## config.mk

```make
export PLATFORM = sky130hd
export DESIGN_NAME = nor_cmd_flash
export DESIGN_NICKNAME = d
export VERILOG_FILES = /design/src/rtl/nor_cmd_pkg.sv /design/src/rtl/nor_lane_array.sv /design/src/rtl/nor_info_rom.sv /design/src/rtl/nor_cmd_seq.sv /design/src/rtl/nor_cmd_flash.sv
export SDC_FILE = /design/constraint.sdc
export NUM_CORES = 2
export LEC_CHECK = 0
export BUFFER_PORTS_ARGS = -buffer_cell sky130_fd_sc_hd__buf_2
export CAP_MARGIN = 10
export CELL_PAD_IN_SITES_DETAIL_PLACEMENT = 1
export CELL_PAD_IN_SITES_GLOBAL_PLACEMENT = 1
export CORE_UTILIZATION = 50
export CTS_CLUSTER_SIZE = 30
export DETAILED_ROUTE_END_ITERATION = 7
export GPL_ROUTABILITY_DRIVEN = 0
export PLACE_DENSITY = 0.83
export SETUP_SLACK_MARGIN = 0.05
export SYNTH_ARGS = -nofsm -noshare
export SYNTH_HDL_FRONTEND = slang
export SYNTH_HIERARCHICAL = 1
export SYNTH_SLANG_ARGS = --single-unit
```

## constraint.sdc

```tcl
create_clock -name clk -period 5.1 [get_ports clk]
set_clock_uncertainty 0.15 [all_clocks]
set_input_delay 1.02 -clock clk [delete_from_list [all_inputs] [get_ports clk]]
set_output_delay 1.02 -clock clk [all_outputs]
set_load 0.01 [all_outputs]
```

## src/rtl/nor_cmd_pkg.sv

```systemverilog
package nor_cmd_pkg;
  localparam logic [7:0] OP_PROG_A  = 8'h10;
  localparam logic [7:0] OP_PROG_B  = 8'h40;
  localparam logic [7:0] OP_ERASE   = 8'h20;
  localparam logic [7:0] OP_CLEAR   = 8'h50;
  localparam logic [7:0] OP_LOCK    = 8'h60;
  localparam logic [7:0] OP_STATUS  = 8'h70;
  localparam logic [7:0] OP_IDENT   = 8'h90;
  localparam logic [7:0] OP_QUERY   = 8'h98;
  localparam logic [7:0] OP_BUFWR   = 8'hE8;
  localparam logic [7:0] OP_CONFIRM = 8'hD0;
  localparam logic [7:0] OP_LOCKALT = 8'h01;
  localparam logic [7:0] OP_ARRAY   = 8'hFF;
  localparam logic [7:0] OP_IDLE    = 8'h00;

  localparam int ST_READY   = 7;
  localparam int ST_ERS_ERR = 5;
  localparam int ST_PRG_ERR = 4;

  typedef enum logic [1:0] {SRC_ARRAY, SRC_STATUS, SRC_IDENT, SRC_QUERY} rd_src_e;

  function automatic rd_src_e src_of(input logic [7:0] c);
    case (c)
      OP_PROG_A, OP_PROG_B, OP_ERASE, OP_LOCK, OP_STATUS, OP_BUFWR: return SRC_STATUS;
      OP_IDENT: return SRC_IDENT;
      OP_QUERY: return SRC_QUERY;
      default:  return SRC_ARRAY;
    endcase
  endfunction

  function automatic logic is_prog(input logic [7:0] c);
    return (c == OP_PROG_A) || (c == OP_PROG_B);
  endfunction
endpackage

```

## src/rtl/nor_lane_array.sv

```systemverilog
module nor_lane_array #(
  parameter int LANES = 4,
  parameter int WORDS = 64
) (
  input  logic                     clk,
  input  logic                     we,
  input  logic [$clog2(WORDS)-1:0] waddr,
  input  logic [LANES-1:0]         wmask,
  input  logic [LANES*8-1:0]       wdata,
  input  logic                     re,
  input  logic [$clog2(WORDS)-1:0] raddr,
  output logic [LANES*8-1:0]       rdata
);
  for (genvar j = 0; j < LANES; j++) begin : g_lane
    logic [7:0] mem [WORDS];
    logic [7:0] q;
    always_ff @(posedge clk) begin
      if (we && wmask[j]) mem[waddr] <= wdata[j*8 +: 8];
      if (re) q <= mem[raddr];
    end
    assign rdata[j*8 +: 8] = q;
  end
endmodule

```

## src/rtl/nor_info_rom.sv

```systemverilog
module nor_info_rom #(
  parameter int          BUS_BYTES    = 4,
  parameter int          SECTOR_BYTES = 64,
  parameter int          SECTORS      = 4,
  parameter int          QRY_LEN      = 49,
  parameter logic [15:0] MANUF_ID     = 16'h0089,
  parameter logic [15:0] DEVICE_ID    = 16'h0018
) (
  input  logic [7:0]  addr8,
  output logic [15:0] id_val,
  output logic [7:0]  qry_val
);
  localparam int LANE_W    = $clog2(BUS_BYTES);
  localparam int TOT_LOG2  = $clog2(SECTOR_BYTES * SECTORS);
  localparam int SEC_M1    = SECTORS - 1;

  logic [7:0] idx;
  assign idx = addr8 >> LANE_W;

  always_comb begin
    case (idx)
      8'd0:    id_val = MANUF_ID;
      8'd1:    id_val = DEVICE_ID;
      default: id_val = 16'h0000;
    endcase
  end

  always_comb begin
    qry_val = 8'h00;
    if (int'(idx) < QRY_LEN) begin
      case (idx)
        8'h10: qry_val = 8'h51;
        8'h11: qry_val = 8'h52;
        8'h12: qry_val = 8'h59;
        8'h13: qry_val = 8'h01;
        8'h15: qry_val = 8'h31;
        8'h1B: qry_val = 8'h45;
        8'h1C: qry_val = 8'h55;
        8'h27: qry_val = 8'(TOT_LOG2);
        8'h28: qry_val = 8'h02;
        8'h2C: qry_val = 8'h01;
        8'h2D: qry_val = 8'(SEC_M1);
        8'h2E: qry_val = 8'(SEC_M1 >> 8);
        8'h2F: qry_val = 8'(SECTOR_BYTES >> 8);
        8'h30: qry_val = 8'(SECTOR_BYTES >> 16);
        default: qry_val = 8'h00;
      endcase
    end
  end
endmodule

```

## src/rtl/nor_cmd_seq.sv

```systemverilog
module nor_cmd_seq
  import nor_cmd_pkg::*;
#(
  parameter int LANES   = 4,
  parameter int WADDR_W = 6,
  parameter int SEC_W   = 4
) (
  input  logic               clk,
  input  logic               rst,
  input  logic               ro,
  input  logic               wr_en,
  input  logic [7:0]         op,
  input  logic [WADDR_W-1:0] wr_word,
  input  logic [LANES-1:0]   wr_mask,
  input  logic [LANES*8-1:0] wr_lanes,
  output logic [7:0]         cmd_o,
  output logic [7:0]         status_o,
  output logic               arr_we,
  output logic [WADDR_W-1:0] arr_addr,
  output logic [LANES-1:0]   arr_mask,
  output logic [LANES*8-1:0] arr_data
);
  localparam int SIDX_W = WADDR_W - SEC_W;
  localparam logic [SEC_W-1:0] SEC_LAST = {SEC_W{1'b1}};

  logic [7:0]        cmd;
  logic [1:0]        cyc;
  logic [7:0]        status;
  logic [7:0]        remain;
  logic              erasing;
  logic [SEC_W-1:0]  fill_ptr;
  logic [SIDX_W-1:0] fill_sec;
  logic              data_cycle;

  assign cmd_o    = cmd;
  assign status_o = status;

  // a write that carries array data: program second cycle or buffered data cycle
  assign data_cycle = wr_en && !erasing &&
                      ((cyc == 2'd1 && is_prog(cmd)) || (cyc == 2'd2 && cmd == OP_BUFWR));

  always_comb begin
    if (erasing) begin
      arr_we   = 1'b1;
      arr_addr = {fill_sec, fill_ptr};
      arr_mask = '1;
      arr_data = '1;
    end else begin
      arr_we   = data_cycle && !ro;
      arr_addr = wr_word;
      arr_mask = wr_mask;
      arr_data = wr_lanes;
    end
  end

  always_ff @(posedge clk) begin
    if (rst) begin
      cmd      <= OP_IDLE;
      cyc      <= 2'd0;
      status   <= 8'h00;
      remain   <= 8'h00;
      erasing  <= 1'b0;
      fill_ptr <= '0;
      fill_sec <= '0;
    end else if (erasing) begin
      fill_ptr <= fill_ptr + 1'b1;
      if (fill_ptr == SEC_LAST) begin
        erasing          <= 1'b0;
        status[ST_READY] <= 1'b1;
      end
    end else if (wr_en) begin
      case (cyc)
        2'd0: begin
          case (op)
            OP_PROG_A, OP_PROG_B, OP_ERASE, OP_LOCK, OP_QUERY: begin
              cmd <= op;
              cyc <= 2'd1;
            end
            OP_BUFWR: begin
              cmd              <= op;
              cyc              <= 2'd1;
              status[ST_READY] <= 1'b1;
            end
            OP_STATUS, OP_IDENT: cmd <= op;
            OP_CLEAR: begin
              status <= 8'h00;
              cmd    <= OP_IDLE;
            end
            default: cmd <= OP_IDLE;
          endcase
        end
        2'd1: begin
          if (is_prog(cmd)) begin
            if (ro) status[ST_PRG_ERR] <= 1'b1;
            status[ST_READY] <= 1'b1;
            cyc              <= 2'd0;
          end else if (cmd == OP_ERASE) begin
            cyc <= 2'd0;
            if (op == OP_CONFIRM) begin
              if (ro) begin
                status[ST_ERS_ERR] <= 1'b1;
                status[ST_READY]   <= 1'b1;
              end else begin
                erasing          <= 1'b1;
                status[ST_READY] <= 1'b0;
                fill_ptr         <= '0;
                fill_sec         <= wr_word[WADDR_W-1:SEC_W];
              end
            end else begin
              cmd <= OP_IDLE;
            end
          end else if (cmd == OP_LOCK) begin
            cyc <= 2'd0;
            if (op == OP_CONFIRM || op == OP_LOCKALT) status[ST_READY] <= 1'b1;
            else cmd <= OP_IDLE;
          end else if (cmd == OP_QUERY) begin
            if (op == OP_ARRAY) begin
              cmd <= OP_IDLE;
              cyc <= 2'd0;
            end
          end else if (cmd == OP_BUFWR) begin
            remain <= op;
            cyc    <= 2'd2;
          end else begin
            cmd <= OP_IDLE;
            cyc <= 2'd0;
          end
        end
        2'd2: begin
          if (cmd == OP_BUFWR) begin
            if (ro) status[ST_PRG_ERR] <= 1'b1;
            status[ST_READY] <= 1'b1;
            if (remain == 8'h00) cyc <= 2'd3;
            else remain <= remain - 1'b1;
          end else begin
            cmd <= OP_IDLE;
            cyc <= 2'd0;
          end
        end
        default: begin
          cyc <= 2'd0;
          if (!(cmd == OP_BUFWR && op == OP_CONFIRM)) cmd <= OP_IDLE;
        end
      endcase
    end
  end

  // ready is low for the whole fill and high once it ends
  assert_erase_busy_R4: assert property (@(posedge clk) disable iff (rst)
    erasing |-> !status[ST_READY]);
  assert_fill_done_R4: assert property (@(posedge clk) disable iff (rst)
    $fell(erasing) |-> status[ST_READY]);
  // cycles beyond the second only exist under a buffered write
  assert_late_cycle_buf_R6: assert property (@(posedge clk) disable iff (rst)
    (cyc >= 2'd2) |-> (cmd == OP_BUFWR));
  // clear-status leaves status 0 in read-array mode
  assert_clear_status_R8: assert property (@(posedge clk) disable iff (rst)
    (wr_en && !erasing && cyc == 2'd0 && op == OP_CLEAR) |=> (status == 8'h00 && cmd == OP_IDLE));
  // refused program raises the program-error flag
  assert_ro_prog_flag_R7: assert property (@(posedge clk) disable iff (rst)
    (data_cycle && ro) |=> status[ST_PRG_ERR]);
  // writes during a fill leave the command unchanged
  assert_fill_ignores_R14: assert property (@(posedge clk) disable iff (rst)
    (erasing && wr_en) |=> $stable(cmd));
endmodule

```

## src/rtl/nor_cmd_flash.sv

```systemverilog
module nor_cmd_flash
  import nor_cmd_pkg::*;
#(
  parameter int          BUS_BYTES    = 4,
  parameter int          SECTOR_BYTES = 64,
  parameter int          SECTORS      = 4,
  parameter int          QRY_LEN      = 49,
  parameter logic [15:0] MANUF_ID     = 16'h0089,
  parameter logic [15:0] DEVICE_ID    = 16'h0018,
  localparam int         DATA_W       = 8 * BUS_BYTES,
  localparam int         ADDR_W       = $clog2(SECTOR_BYTES * SECTORS)
) (
  input  logic              clk,
  input  logic              rst,
  input  logic              ro,
  input  logic              wr_en,
  input  logic              rd_en,
  input  logic [ADDR_W-1:0] addr,
  input  logic [DATA_W-1:0] wdata,
  input  logic [1:0]        acc_size,
  input  logic              big_endian,
  output logic [DATA_W-1:0] rdata,
  output logic              rvalid
);
  localparam int WORDS     = (SECTOR_BYTES * SECTORS) / BUS_BYTES;
  localparam int WADDR_W   = $clog2(WORDS);
  localparam int SEC_WORDS = SECTOR_BYTES / BUS_BYTES;
  localparam int SEC_W     = $clog2(SEC_WORDS);
  localparam int LANE_W    = $clog2(BUS_BYTES);
  localparam int OFF_W     = (LANE_W > 0) ? LANE_W : 1;

  logic [WADDR_W-1:0] word;
  logic [OFF_W-1:0]   off;
  logic [2:0]         sz;
  logic [BUS_BYTES-1:0] wr_mask;
  logic [DATA_W-1:0]  wr_lanes;
  logic [7:0]         cmd, status;
  logic               arr_we;
  logic [WADDR_W-1:0] arr_addr;
  logic [BUS_BYTES-1:0] arr_mask;
  logic [DATA_W-1:0]  arr_data;
  logic [DATA_W-1:0]  lane_q;
  logic [15:0]        id_val;
  logic [7:0]         qry_val;

  rd_src_e            src_q;
  logic [OFF_W-1:0]   off_q;
  logic [2:0]         sz_q;
  logic               be_q;
  logic [15:0]        info_q;
  logic [7:0]         stat_q;

  assign word = WADDR_W'(addr >> LANE_W);
  assign off  = OFF_W'(int'(addr) % BUS_BYTES);

  always_comb begin
    case (acc_size)
      2'd0:    sz = 3'd1;
      2'd1:    sz = 3'd2;
      default: sz = 3'd4;
    endcase
    if (int'(sz) > BUS_BYTES) sz = 3'(BUS_BYTES);
  end

  // place the bytes of a write onto the lanes they address
  always_comb begin
    wr_mask  = '0;
    wr_lanes = '0;
    for (int k = 0; k < BUS_BYTES; k++) begin
      if (k < int'(sz) && (int'(off) + k) < BUS_BYTES) begin
        wr_mask[int'(off) + k] = 1'b1;
        if (big_endian) wr_lanes[(int'(off) + k)*8 +: 8] = wdata[(int'(sz) - 1 - k)*8 +: 8];
        else            wr_lanes[(int'(off) + k)*8 +: 8] = wdata[k*8 +: 8];
      end
    end
  end

  nor_cmd_seq #(.LANES(BUS_BYTES), .WADDR_W(WADDR_W), .SEC_W(SEC_W)) u_seq (
    .clk(clk), .rst(rst), .ro(ro), .wr_en(wr_en), .op(wdata[7:0]),
    .wr_word(word), .wr_mask(wr_mask), .wr_lanes(wr_lanes),
    .cmd_o(cmd), .status_o(status),
    .arr_we(arr_we), .arr_addr(arr_addr), .arr_mask(arr_mask), .arr_data(arr_data)
  );

  nor_lane_array #(.LANES(BUS_BYTES), .WORDS(WORDS)) u_arr (
    .clk(clk), .we(arr_we), .waddr(arr_addr), .wmask(arr_mask), .wdata(arr_data),
    .re(rd_en), .raddr(word), .rdata(lane_q)
  );

  nor_info_rom #(
    .BUS_BYTES(BUS_BYTES), .SECTOR_BYTES(SECTOR_BYTES), .SECTORS(SECTORS),
    .QRY_LEN(QRY_LEN), .MANUF_ID(MANUF_ID), .DEVICE_ID(DEVICE_ID)
  ) u_rom (
    .addr8(8'(addr)), .id_val(id_val), .qry_val(qry_val)
  );

  always_ff @(posedge clk) begin
    if (rst) begin
      rvalid <= 1'b0;
      src_q  <= SRC_ARRAY;
      off_q  <= '0;
      sz_q   <= 3'd1;
      be_q   <= 1'b0;
      info_q <= 16'h0000;
      stat_q <= 8'h00;
    end else begin
      rvalid <= rd_en;
      if (rd_en) begin
        src_q  <= src_of(cmd);
        off_q  <= off;
        sz_q   <= sz;
        be_q   <= big_endian;
        info_q <= (src_of(cmd) == SRC_IDENT) ? id_val : {8'h00, qry_val};
        stat_q <= status;
      end
    end
  end

  always_comb begin
    rdata = '0;
    case (src_q)
      SRC_ARRAY: begin
        for (int k = 0; k < BUS_BYTES; k++) begin
          if (k < int'(sz_q) && (int'(off_q) + k) < BUS_BYTES) begin
            if (be_q) rdata[(int'(sz_q) - 1 - k)*8 +: 8] = lane_q[(int'(off_q) + k)*8 +: 8];
            else      rdata[k*8 +: 8]                    = lane_q[(int'(off_q) + k)*8 +: 8];
          end
        end
      end
      SRC_STATUS: rdata = DATA_W'(stat_q);
      default:    rdata = DATA_W'(info_q);
    endcase
  end

  // read data is valid exactly one clock after the strobe
  assert_read_valid_R2: assert property (@(posedge clk) disable iff (rst)
    rd_en |=> rvalid);
  assert_read_idle_R2: assert property (@(posedge clk) disable iff (rst)
    !rd_en |=> !rvalid);
endmodule

```

==> results.py <==
metrics = {
    "status": {
        "run_status": "complete, but fails checks",
        "violations": "DRC, setup timing",
    },
    "cts": {
        "htreeDepth": 4,
        "clock-root-buffer": "clkbuf_16",
        "cts_buffers": 205,
        "ctsLongestPathBuffers": 3,
        "cts_tree": "done",
        "clkSlewWorstSetupHoldPaths_ps": 70,
        "clock-sinks": 2141,
        "clk_latency_ps": 860,
    },
    "global_routing": {
        "antenna_found_initial": 22,
        "gr-usage-all-layers_pct": 32.81,
        "grt_pass1_vias": 54390,
        "grt_max_degree": 95,
        "grt_pass1_wl_um": 413400,
        "grt-ovfl-total": 0,
    },
    "power": {
        "ir_drop_mv": 0.4060,
        "power.leakage_nw": 32.36,
        "total_power_mw": 37.35,
        "powerDensity_mw_per_mm2": 373.3,
    },
    "synth": {
        "ys_ff_latch": 2141,
        "synth_edf_count": 2080,
        "synth-seq-area-share_pct": 72.12,
        "syn_avg_cell_area_um2": 18.18,
        "ys_warn_count": 8,
        "synthArstFlopShare_pct": 0,
        "netlist_instances": 4856,
        "synth_flop_cell": "edfxtp_1",
        "synth_cell_types": 97,
        "synth_area_mm2": 0.08829,
    },
    "worst_hold_path": {
        "worstHoldStart": "info_q[13]$_SDFFE_PP0P_",
        "hold_path.class": "reg2reg",
    },
    "critical_path": {
        "critPathLaunch": "sz_q[0]$_SDFFE_PP1P_",
        "cp.required_ps": 3930,
        "critPathArrivalTime_ps": 4930,
        "crit_top_cell": "ha_4",
        "crit_path_start_kind": "flop",
        "path_cells": "inv_6, ha_4, ha_4, ha_4, or4b_4, a21oi_4, nor2_2, nor2_2, nand2_1, ha_1, or4b_4, nor3_4, nand4_1, nor3_4, buf_6, nand2_1, a221oi_2, buf_2",
        "worstSetupEndpointType": "primary output",
        "worstSetupPathType": "reg2out",
        "max_stage_delay_ps": 520,
        "critPathSlowestCell": "or4b_4",
        "worstPathMaxFanout": 8,
        "reg2reg_slack_ps": 370,
        "timing.rr.start": "u_seq/erasing$_SDFF_PP0_",
    },
    "floorplanning": {
        "fp.dieH_um": 422.2,
        "row_count": 153,
        "start_util_pct": 50.57,
        "die_area_mm2": 0.1783,
        "die_w_um": 422.2,
        "pin_count": 81,
        "core-area_mm2": 0.1746,
    },
    "sta": {
        "drv_slew": 0,
        "finalCritPeriodShare_pct": 119.6,
        "setup_viol": 32,
        "hold_ws_ps": 324.9,
        "slew_headroom_pct": 11.63,
        "grt_setup_unrepaired": "true",
        "tightest_slew_ps": 1325,
        "setup_ws_ps": -1001,
        "hold_viol": 0,
        "tns_ps": -27270,
        "max_freq_ghz": 0.1639,
        "period_needed_ps": 6101,
    },
    "place": {
        "place_area_mm2": 0.09287,
        "port_buffers": 80,
        "dp_slack_ps": -49.75,
        "place.detailed.hpwl_um": 179200,
        "dp_cells": 7252,
    },
    "job": {
        "cap_violations": 0,
    },
    "final_layout": {
        "postLayoutCellArea_mm2": 0.1001,
        "area_growth_pct": 13.35,
        "mostFrequentLayoutCells": "edfxtp_1 (2080), mux4_2 (502), nor2_1 (382), buf_4 (268), nand2_1 (239)",
        "finalNetCount": 5239,
        "fin_util_pct": 57.32,
        "layout_commonest_cell": "edfxtp_1",
        "final_cells": 7667,
        "drive_gt1_share_pct": 25.19,
    },
    "drt": {
        "ant_nets": 0,
        "vias": 53950,
        "drtPass1Iterations": 8,
        "drt_iter0_markers": 8497,
        "drc": 7,
        "routed_wirelength_um": 293900,
        "viasPerCell": 7.036,
        "wire_per_inst_um": 38.33,
    },
}
[state kept, by name, indices dropped and copies added (netlist names)]
| register | cells |
|---|---|
| u_arr/g_lane.mem | 2048 |
| u_seq/cyc | 2 |
| off_q | 2 |
| u_arr/g_lane.q | 32 |
| src_q | 2 |
| u_seq/cmd_o | 8 |
| u_seq/erasing | 1 |
| info_q | 16 |
| stat_q | 8 |
| u_seq/fill_ptr | 4 |
| u_seq/status_o | 3 |
| be_q | 1 |
| u_seq/remain | 8 |
| sz_q | 3 |
| u_seq/fill_sec | 2 |
| rvalid | 1 |
[worst max-delay path: cells and delay by family, from the launching register on]
family	cells	cell delay [ps]
flops	1	370
compound gates	2	500
fa+ha+maj	4	920
buf+inv	3	370
simple gates	9	1900
[repair_timing]
item,CTS,global route
gates resized for setup,39,22
pin swaps,36,24
endpoints found under the setup margin,32,32
hold buffers,0,0
buffers inserted,14,4
[per-layer routing]
layer  wire (µm)  part of all wire (%)  up-vias  GRT usage, %
met1       98220                    33    27720         40.76
met4       23400                   8.0       18         21.32
met2      134700                    46     4667         50.46
li1            -                     -    20360             -
met3       37390                    13     1176         9.593
met5         183                 0.062        -             0
[Yosys cell counts, types with 13 or more instances]
master / count / share of area [%]
a22oi_1: 20 / 0.17
buf_1: 13 / 0.055
mux4_2: 502 / 13
mux2i_1: 155 / 1.8
o221ai_1: 41 / 0.41
buf_4: 64 / 0.54
mux2_2: 27 / 0.34
nor3_1: 34 / 0.19
and3_1: 19 / 0.13
a211oi_1: 29 / 0.25
o22ai_1: 173 / 1.2
or2_2: 43 / 0.30
clkbuf_1: 148 / 0.63
a21oi_1: 103 / 0.58
nand3_1: 35 / 0.20
a221oi_1: 38 / 0.38
nand2_1: 244 / 1.0
inv_1: 37 / 0.16
nor4_1: 27 / 0.19
a22o_1: 16 / 0.16
buf_2: 85 / 0.48
nand4_1: 16 / 0.11
nor2_1: 386 / 1.6
edfxtp_1: 2080 / 71
o21ai_0: 79 / 0.45
ha_1: 40 / 0.57
dfxtp_1: 61 / 1.4
nor2b_1: 56 / 0.40
nand2b_1: 34 / 0.24
[power breakdown]
group          switching (mW)  leakage [nW]  internal (mW)
clock                    6.90          3.26           8.72
sequential             0.0668          19.7           19.2
combinational            1.60          9.35          0.868
total                    8.57          32.4           28.8
[worst paths after layout]
check / endpoint / depth (start not counted)
max: rdata[30] / 18
min: info_q[13]$_SDFFE_PP0P_ / 1
max reg2reg: u_arr/g_lane[3].mem[10][1]$_DFFE_PP_ / 4
min reg2reg: info_q[13]$_SDFFE_PP0P_ / 1
[logic make-up (layout without fill, tap and decap cells)]
logic type	count (synthesis)	in the layout	synth area share (%)
XOR/XNOR	8	8	0.09636
buffers and inverters	355	806	1.954
multiplexers	684	684	14.91
AND/OR/NAND/NOR	989	989	5.358
AO/OA/AOI/OAI	637	637	4.987
flip-flops	2141	2141	72.12
adder cells (fa/ha/maj)	40	40	0.5668
other	2	37	0.008506
[final cells by class]
type | instances | area, µm²
repair buffers | 389 | 3213
fillers | 15280 | 74510
inverters | 38 | 147.6
clock buffers | 263 | 5421
well taps | 2325 | 2909
flip-flops and latches | 2141 | 63690
diodes | 19 | 47.55
multi-input cells | 2376 | 23300
clock inverters | 116 | 1350
Power figures use the tool's default switching activity.
